===== src/rtl/mpr_pkg.sv =====
package mpr_pkg;

  typedef enum logic [0:0] {
    RS_IDLE  = 1'b0,
    RS_FRAME = 1'b1
  } rx_state_e;

  // majority of three line samples
  function automatic logic vote3(input logic a, input logic b, input logic c);
    return (a & b) | (a & c) | (b & c);
  endfunction

  // next wake flag: software set wins over hardware clear
  function automatic logic wake_next(input logic cur, input logic sw_set, input logic hw_clr);
    if (sw_set) return 1'b1;
    if (hw_clr) return 1'b0;
    return cur;
  endfunction

endpackage


===== src/rtl/mpr_sync.sv =====
module mpr_sync #(
  parameter int STAGES = 2
) (
  input  logic clk,
  input  logic rst_n,
  input  logic din,
  output logic dout
);
  logic [STAGES-1:0] chain;

  always_ff @(posedge clk or negedge rst_n) begin
    if (!rst_n) chain <= '1;
    else        chain <= {chain[STAGES-2:0], din};
  end

  assign dout = chain[STAGES-1];
endmodule


===== src/rtl/mpr_bit_sampler.sv =====
module mpr_bit_sampler
  import mpr_pkg::*;
#(
  parameter int OSR    = 16,
  parameter int WORD_W = 8
) (
  input  logic              clk,
  input  logic              rst_n,
  input  logic              rxd_s,
  input  logic              tick,
  output logic              done,
  output logic              stop_ok,
  output logic [WORD_W:0]   word
);
  localparam int NBITS = WORD_W + 1;
  localparam int MID   = OSR / 2;
  localparam int CNT_W = $clog2(OSR);
  localparam int IDX_W = $clog2(NBITS + 2);
  localparam logic [CNT_W-1:0] C_S0   = CNT_W'(MID - 1);
  localparam logic [CNT_W-1:0] C_S1   = CNT_W'(MID);
  localparam logic [CNT_W-1:0] C_S2   = CNT_W'(MID + 1);
  localparam logic [CNT_W-1:0] C_LAST = CNT_W'(OSR - 1);
  localparam logic [IDX_W-1:0] I_LAST = IDX_W'(NBITS);

  rx_state_e        state;
  logic [CNT_W-1:0] cnt;
  logic [IDX_W-1:0] idx;
  logic             smp0, smp1;
  logic [WORD_W:0]  shreg;

  // named events for checking
  logic bit_vote, decide, false_start;
  assign bit_vote    = vote3(smp0, smp1, rxd_s);
  assign decide      = tick && state == RS_FRAME && cnt == C_S2;
  assign false_start = decide && idx == '0 && bit_vote;

  always_ff @(posedge clk or negedge rst_n) begin
    if (!rst_n) begin
      state   <= RS_IDLE;
      cnt     <= '0;
      idx     <= '0;
      smp0    <= 1'b0;
      smp1    <= 1'b0;
      shreg   <= '0;
      done    <= 1'b0;
      stop_ok <= 1'b0;
      word    <= '0;
    end else begin
      done <= 1'b0;
      if (tick) begin
        case (state)
          RS_IDLE: begin
            if (!rxd_s) begin
              state <= RS_FRAME;
              cnt   <= CNT_W'(1);
              idx   <= '0;
            end
          end
          default: begin
            if (cnt == C_S0) smp0 <= rxd_s;
            if (cnt == C_S1) smp1 <= rxd_s;
            if (cnt == C_S2) begin
              if (idx == '0) begin
                if (bit_vote) state <= RS_IDLE;
              end else if (idx <= I_LAST) begin
                shreg <= {bit_vote, shreg[WORD_W:1]};
              end else begin
                done    <= 1'b1;
                stop_ok <= bit_vote;
                word    <= shreg;
                state   <= RS_IDLE;
              end
            end
            if (cnt == C_LAST) begin
              cnt <= '0;
              idx <= idx + 1'b1;
            end else begin
              cnt <= cnt + 1'b1;
            end
          end
        endcase
      end
    end
  end

  // a finished frame is only ever reported on a tick cycle
  a_r2_done_after_tick: assert property (@(posedge clk) disable iff (!rst_n)
    done |-> $past(tick));
  // a rejected start bit returns to idle without reporting a frame
  a_r2_false_start_silent: assert property (@(posedge clk) disable iff (!rst_n)
    false_start |=> (!done && state == RS_IDLE));
endmodule


===== src/rtl/mpr_wake_filter.sv =====
module mpr_wake_filter
  import mpr_pkg::*;
#(
  parameter int WORD_W = 8
) (
  input  logic              clk,
  input  logic              rst_n,
  input  logic              done,
  input  logic              stop_ok,
  input  logic [WORD_W:0]   word,
  input  logic [WORD_W-1:0] station_addr,
  input  logic              wake_set,
  output logic [WORD_W-1:0] rx_byte,
  output logic              rx_bit8,
  output logic              rx_valid,
  output logic              frame_err,
  output logic              wake_flag
);
  logic frame_good, is_addr, addr_match, hw_clr, deliver;
  assign frame_good = done && stop_ok;
  assign is_addr    = word[WORD_W];
  assign addr_match = is_addr && (word[WORD_W-1:0] == station_addr);
  assign hw_clr     = frame_good && wake_flag && addr_match;
  assign deliver    = frame_good && !wake_flag;

  always_ff @(posedge clk or negedge rst_n) begin
    if (!rst_n) begin
      rx_byte   <= '0;
      rx_bit8   <= 1'b0;
      rx_valid  <= 1'b0;
      frame_err <= 1'b0;
      wake_flag <= 1'b0;
    end else begin
      rx_valid  <= deliver;
      frame_err <= done && !stop_ok;
      if (deliver) begin
        rx_byte <= word[WORD_W-1:0];
        rx_bit8 <= word[WORD_W];
      end
      wake_flag <= wake_next(wake_flag, wake_set, hw_clr);
    end
  end

  // awake station delivers the frame, ninth bit included
  a_r4_deliver_awake: assert property (@(posedge clk) disable iff (!rst_n)
    (done && stop_ok && !wake_flag) |=> (rx_valid && rx_bit8 == $past(word[WORD_W])));
  // sleeping station drops data frames
  a_r5_sleep_drops_data: assert property (@(posedge clk) disable iff (!rst_n)
    (done && wake_flag && !word[WORD_W]) |=> (!rx_valid && wake_flag));
  // matching address wakes the station silently
  a_r6_match_wakes: assert property (@(posedge clk) disable iff (!rst_n)
    (done && stop_ok && wake_flag && word[WORD_W] && word[WORD_W-1:0] == station_addr && !wake_set)
      |=> (!wake_flag && !rx_valid));
  // foreign address leaves the station asleep
  a_r7_mismatch_sleeps: assert property (@(posedge clk) disable iff (!rst_n)
    (done && wake_flag && word[WORD_W-1:0] != station_addr) |=> (wake_flag && !rx_valid));
  // software set always lands
  a_r8_set_wins: assert property (@(posedge clk) disable iff (!rst_n)
    wake_set |=> wake_flag);
  // framing error keeps the flag and raises no interrupt
  a_r9_ferr_keeps_flag: assert property (@(posedge clk) disable iff (!rst_n)
    (done && !stop_ok && !wake_set) |=> ($stable(wake_flag) && frame_err && !rx_valid));
  // error and delivery never coincide
  a_r9_exclusive: assert property (@(posedge clk) disable iff (!rst_n)
    !(rx_valid && frame_err));
endmodule


===== src/rtl/mp_uart_rx.sv =====
module mp_uart_rx #(
  parameter int OSR    = 16,
  parameter int WORD_W = 8
) (
  input  logic              clk,
  input  logic              rst_n,
  input  logic              rxd,
  input  logic              os_tick,
  input  logic [WORD_W-1:0] station_addr,
  input  logic              wake_set,
  output logic [WORD_W-1:0] rx_byte,
  output logic              rx_bit8,
  output logic              rx_valid,
  output logic              frame_err,
  output logic              wake_flag
);
  logic            rxd_s;
  logic            frm_done;
  logic            frm_stop_ok;
  logic [WORD_W:0] frm_word;

  mpr_sync #(.STAGES(2)) u_sync (
    .clk  (clk),
    .rst_n(rst_n),
    .din  (rxd),
    .dout (rxd_s)
  );

  mpr_bit_sampler #(.OSR(OSR), .WORD_W(WORD_W)) u_sampler (
    .clk    (clk),
    .rst_n  (rst_n),
    .rxd_s  (rxd_s),
    .tick   (os_tick),
    .done   (frm_done),
    .stop_ok(frm_stop_ok),
    .word   (frm_word)
  );

  mpr_wake_filter #(.WORD_W(WORD_W)) u_filter (
    .clk         (clk),
    .rst_n       (rst_n),
    .done        (frm_done),
    .stop_ok     (frm_stop_ok),
    .word        (frm_word),
    .station_addr(station_addr),
    .wake_set    (wake_set),
    .rx_byte     (rx_byte),
    .rx_bit8     (rx_bit8),
    .rx_valid    (rx_valid),
    .frame_err   (frame_err),
    .wake_flag   (wake_flag)
  );

  // outputs quiet right after reset release
  a_r1_reset_quiet: assert property (@(posedge clk) $rose(rst_n) |-> (!rx_valid && !frame_err && !wake_flag));
endmodule


===== config.mk =====
export PLATFORM = sky130hd
export DESIGN_NAME = mp_uart_rx
export DESIGN_NICKNAME = d
export VERILOG_FILES = /design/src/rtl/mpr_pkg.sv /design/src/rtl/mpr_sync.sv /design/src/rtl/mpr_bit_sampler.sv /design/src/rtl/mpr_wake_filter.sv /design/src/rtl/mp_uart_rx.sv
export SDC_FILE = /design/constraint.sdc
export NUM_CORES = 1
export LEC_CHECK = 0
export CAP_MARGIN = 25
export CORE_ASPECT_RATIO = 0.8
export CORE_MARGIN = 4
export CORE_UTILIZATION = 40
export CTS_CLUSTER_DIAMETER = 120
export CTS_CLUSTER_SIZE = 30
export DETAILED_ROUTE_END_ITERATION = 12
export DONT_BUFFER_PORTS = 1
export PLACE_DENSITY_LB_ADDON = 0.3
export SYNTH_ARGS = -nofsm -noshare
export SYNTH_HDL_FRONTEND = slang
export SYNTH_HIERARCHICAL = 1
export SYNTH_SLANG_ARGS = --single-unit

===== constraint.sdc =====
create_clock -name clk -period 2.23 [get_ports clk]
set_clock_uncertainty 0.15 [all_clocks]
set_input_delay 0.223 -clock clk [delete_from_list [all_inputs] [get_ports clk]]
set_output_delay 0.223 -clock clk [all_outputs]
set_load 0.1 [all_outputs]

Yosys cells after proc, flatten, opt, wreduce, memory -nomap -nowiden

Cells that the tools add are included.

Word-level logic and storage cells: 72
Register bits: 45
Output and inout port bits: 12
Input bits: 13

Magnitude comparators: 1
Bitwise logic cells: 7
Muxes and demuxes: 24
Reductions and logical operators: 16
Add/sub/neg operators: 2
Equal/unequal tests: 7

Operators by type and width:

| operator            | number |
|---|---|
| $mux 4              | 6 |
| $mux 1              | 18 |
| $eq 4x4->1 const B  | 3 |
| $reduce_and 5->1    | 2 |
| $reduce_and 3->1    | 3 |
| $add 4x1->4 const B | 2 |
| $eq 8x8->1          | 1 |
| $logic_and 1x1->1   | 6 |
| $eq 4x3->1 const B  | 1 |
| $le 4x4->1 const B  | 1 |
| $logic_not 4->1     | 1 |
| $and 1x1->1         | 3 |
| $logic_not 1->1     | 2 |
| $ne 2x1->1 const B  | 1 |
| $ne 2x2->1 const B  | 1 |
| $not 1->1           | 2 |
| $or 1x1->1          | 2 |
| $reduce_and 2->1    | 1 |
| $reduce_bool 2->1   | 1 |

Depth between registers and ports, before layout

Depth after elaboration: 7
Depth in mapped cells: 7
Gate-level depth less buffers: 6

By module

The synthesis kept the hierarchy.

Modules (own cells, without submodules):

| module          | area each (um^2) | instances | seq. area each (um^2) | cells each |
|---|---|---|---|---|
| mpr_bit_sampler | 1466.4           | 1         | 775.7                 | 113 |
| mpr_wake_filter | 568.0            | 1         | 300.3                 | 39 |
| mpr_sync        | 52.6             | 1         | 52.6                  | 2 |

Worst setup path before layout

No wires, ideal clock.

Kind: register -> register
Start point: reg u_filter.wake_flag
End point: reg u_filter.rx_bit8
Setup slack: 376 ps
Library setup time: 125 ps
Cell stages (with the launch flop): 4
Clock period less this slack: 1854 ps
Path buffers: 1
Data required time: 1955 ps
Arrival: 1578 ps
Path through: dfrtp_1 > nand3b_1 > buf_6 > mux2_4

Cells in the longest elaborated chain, start to end: 2

Ends and longest elaborated chain:

| what                   | line                  | RTL |
|---|---|---|
| start, declared        | mpr_wake_filter.sv:17 | `output logic wake_flag` |
| start signal, assigned | mpr_wake_filter.sv:40 | `wake_flag <= wake_next(wake_flag, wake_set, hw_clr);` |
| $logic_not 1->1        | mpr_wake_filter.sv:24 | `assign deliver = frame_good && !wake_flag;` |
| $logic_and 1x1->1      | mpr_wake_filter.sv:24 |  |
| end signal, assigned   | mpr_wake_filter.sv:38 | `rx_bit8 <= word[WORD_W];` |
| end, declared          | mpr_wake_filter.sv:14 | `output logic rx_bit8,` |

Every way passes these cells.
A chain may end at the register's enable or synchronous reset.

Worst setup path in the final report

Start point: reg u_sampler.idx[0]
End point: reg u_sampler.word[5]

Cells in the longest elaborated chain, start to end: 3
Elaborated cells between the ends (all ways): 5
Those cells by class: order compare (1); bitwise (2); reduce/logical (2)

Ends and longest elaborated chain:

| what                                                 | line                  | RTL |
|---|---|---|
| start, declared                                      | mpr_bit_sampler.sv:27 | `logic [IDX_W-1:0] idx;` |
| start signal, assigned                               | mpr_bit_sampler.sv:76 | `idx <= idx + 1'b1;` |
| $le 4x4->1 / $logic_not 4->1 (equally long branches) | n/a                   |  |
| $not 1->1 (no source line)                           | n/a                   |  |
| $reduce_and 5->1 (no source line) *                  | n/a                   |  |
| end signal, assigned                                 | mpr_bit_sampler.sv:70 | `word <= shreg;` |
| end, declared                                        | mpr_bit_sampler.sv:13 | `output logic [WORD_W:0] word` |

Mark *: on every way between the ends. The rest lies on a longest branch, timed or not.

==> impl_metrics.env <==
export IMPL_tritoncts="yes"
export IMPL_drive_gt1_share_pct=30.4
export IMPL_rsz0062_at_grt="false"
export IMPL_synthDistinctLibCells=37
export IMPL_worst_slew_margin_rel_pct=38.0
export IMPL_grt_start_max_net_pins=46
export IMPL_fin_area_sq_um=2340
export IMPL_hpwlAfterDp_um=2690
export IMPL_fp_coreArea_sq_um=5040
export IMPL_place_inst=220
export IMPL_gr_total_overflow=0
export IMPL_grt_antenna_before_repair=0
export IMPL_initial_core_utilization_pct=41.4
export IMPL_fin_total_pwr_uw=2070
export IMPL_commonest_non_fill_non_tap_cell_in_the_layout="sky130_fd_sc_hd__dfrtp_1"
export IMPL_cts_root_buffer_cell="sky130_fd_sc_hd__clkbuf_8"
export IMPL_globalplace_congestion=0.868
export IMPL_routed_wl_met2_um=1780
export IMPL_power_static_leakage_uw=0.00121
export IMPL_final_max_slew_violation_count=0
export IMPL_cp_max_fo=11
export IMPL_synthesis_area_sq_um=2090
export IMPL_vertical_extent_of_the_die_um=72.6
export IMPL_clock_tree_htree_level_count=2
export IMPL_boundaryPins=25
export IMPL_synth_edf_count=0
export IMPL_clock_tree_buffer_depth=2
export IMPL_area_growth_syn_to_layout_pct=12.3
export IMPL_synth_top_cell_area_share_pct=51.6
export IMPL_final_core_utilization_pct=46.5
export IMPL_grtUsageTotal_pct=12.5
export IMPL_start_kind="register"
export IMPL_detail_route_wl_per_cell_um=16.0
export IMPL_synth_avg_cell_area_sq_um=13.6
export IMPL_synth_top_area_cell="sky130_fd_sc_hd__dfrtp_1"
export IMPL_worst_ep_arrival_time_ns=2.06
export IMPL_timing_critical_path_to_type="register"
export IMPL_dominantRegCellSynth="sky130_fd_sc_hd__dfrtp_1"
export IMPL_wl_met1_um=1770
export IMPL_final_hold_viol_count=0
export IMPL_final_nets=189
export IMPL_peakVddDrop_uv=364
export IMPL_synth_area_leaders="sky130_fd_sc_hd__dfrtp_1 (52%), sky130_fd_sc_hd__mux2_4 (13%), sky130_fd_sc_hd__mux2_2 (5.9%)"
export IMPL_syn_instance_count=154
export IMPL_post_layout_nonfiller_instances=233
export IMPL_clkLatencyLatePin_ns=0.29
export IMPL_via_per_inst=5.19
export IMPL_worst_slew_pin_slew_ns=0.930
export IMPL_drc_errors=0
export IMPL_yosysWarnings=6
export IMPL_synth_yosys_seq_area_share_pct=54.1
export IMPL_p_per_area_nw_per_um2=885
export IMPL_worst_reg2reg_path_depth=6
export IMPL_dpl_cell_area_sq_um=2190
export IMPL_minimum_clock_period_ns=2.02
export IMPL_maximum_capacitance_violations=0
export IMPL_achievable_frequency_mhz=494
export IMPL_detailroute_via_count=1209
export IMPL_syn_num_nets=173
export IMPL_floorplan_rows=23
export IMPL_timing_worst_setup_path_type="register to register"
export IMPL_final_cell_mix="sky130_fd_sc_hd__dfrtp_1 (43), sky130_fd_sc_hd__mux2_4 (18), sky130_fd_sc_hd__mux2_2 (11)"
export IMPL_clkSinkCount=45
export IMPL_min_delay_path_class="input port to register"
export IMPL_synth_ff_latch_count=45
export IMPL_antenna_cells=0
export IMPL_finalCritPeriodShare_pct=90.8
export IMPL_timing_critical_path_required_ns=2.26
export IMPL_totalNegativeSetupSlack_ns=0
export IMPL_grt_pass1_vias=1276
export IMPL_die_area_sq_um=6440
export IMPL_numPortBuffers=0
export IMPL_totalWireLength_um=3730
export IMPL_drt_initial_drc_count=102
export IMPL_cts_inserted_buffers=5
export IMPL_detailroute_wirelength_met3_um=156
export IMPL_final_setup_viol_count=0
export IMPL_run_status="completed"
export IMPL_route_top_layer_used="met4"
export IMPL_width_of_the_chip_um=88.8
export IMPL_cts_setup_buffers=0
export IMPL_ys_async_sr_fraction_pct=100
export IMPL_worst_setup_hold_path_clk_slew_ns=0.09
export IMPL_hold_path_depth=3
export IMPL_ant_nets=0
export IMPL_global_route_wire_length_before_repair_um=6280
export IMPL_drt_pre_antenna_iters=4
## cell type report
cell class                 instances  area (sq um)
clock buffer                       5          68.8
clock inverter                     3          21.3
fill                             437          2690
inverter                           8          30.0
multi-input combinational         97           897
sequential                        45          1130
tap                               62          77.6
timing repair buffer              13           120
## state kept, by name, indices dropped and copies added, names as in the netlist
| signal | flops |
|---|---|
| u_sampler/shreg | 9 |
| u_sampler/word | 9 |
| u_filter/rx_byte | 8 |
| u_sampler/cnt | 4 |
| u_sampler/idx | 4 |
| u_sync/chain | 2 |
| u_filter/frame_err | 1 |
| u_filter/rx_bit8 | 1 |
| u_filter/rx_valid | 1 |
| u_filter/wake_flag | 1 |
| u_sampler/done | 1 |
| u_sampler/smp0 | 1 |
| u_sampler/smp1 | 1 |
| u_sampler/state | 1 |
| u_sampler/stop_ok | 1 |
## worst max-delay path: stages (launching register included)
cell,delay [ns]
sky130_fd_sc_hd__dfrtp_1,0.45
sky130_fd_sc_hd__inv_1,0.07
sky130_fd_sc_hd__ha_1,0.23
sky130_fd_sc_hd__nor2_1,0.11
sky130_fd_sc_hd__o21a_1,0.17
sky130_fd_sc_hd__nand3_2,0.33
sky130_fd_sc_hd__mux2_4,0.41
## path summary, 6_finish.rpt
check / startpoint / endpoint / slack (ns)
max: u_sampler/idx[0] / u_sampler/word[5] / 0.21
min: os_tick / u_sampler/idx[1] / 0.07
max reg2reg: u_sampler/idx[0] / u_sampler/word[5] / 0.21
min reg2reg: u_sync/chain[0] / u_sync/chain[1] / 0.21
max in group asynchronous: rst_n / u_sync/chain[1] / 1.40
min in group asynchronous: rst_n / u_filter/wake_flag / 0.25
## through the flow
step,hold slack (ns),setup slack [ns]
floorplan,-0.223,0.376
global placement,-0.222,0.296
detailed placement,-0.222,0.209
CTS,0.0583,0.196
global route,0.0638,0.0631
finish,0.0682,0.205
## power by group
| part | leakage [uW] | internal (uW) | switching [uW] |
|---|---|---|---|
| Sequential | 0.000580 | 925 | 116 |
| Clock | 0.0000445 | 222 | 274 |
| Combinational | 0.000590 | 259 | 278 |
## repair_timing
| item | in CTS | in global routing |
|---|---|---|
| gates resized for setup | 0 | 0 |
| hold buffers | 5 | 0 |
| hold endpoints to repair | 50 | 0 |
## cells in the mapped netlist (all sizes together) (3+ instances only)
cell type and instances:
dfrtp 43, nand3 5, mux2 29, inv 8, buf 3, nand2 7
a22o 6, nor2 4, ha 6, o21ai 9, xor2 8
## per-layer routing
metal / GRT usage [%] / vias up
met5: 0 / -
met3: 4.29 / 4
li1: - / 577
met4: 2.35 / 0
met1: 16.9 / 611
met2: 19.8 / 17
## logic make-up after synthesis
logic type | after synthesis | synth area share [%]
fa+ha+maj | 7 | 4.08
xor+xnor | 8 | 3.36
flops | 45 | 54.1
simple gates | 28 | 8.21
compound gates | 24 | 7.97
buf+inv | 12 | 2.94
mux | 30 | 19.4
Note: power is estimated with default switching activity, not from simulation.
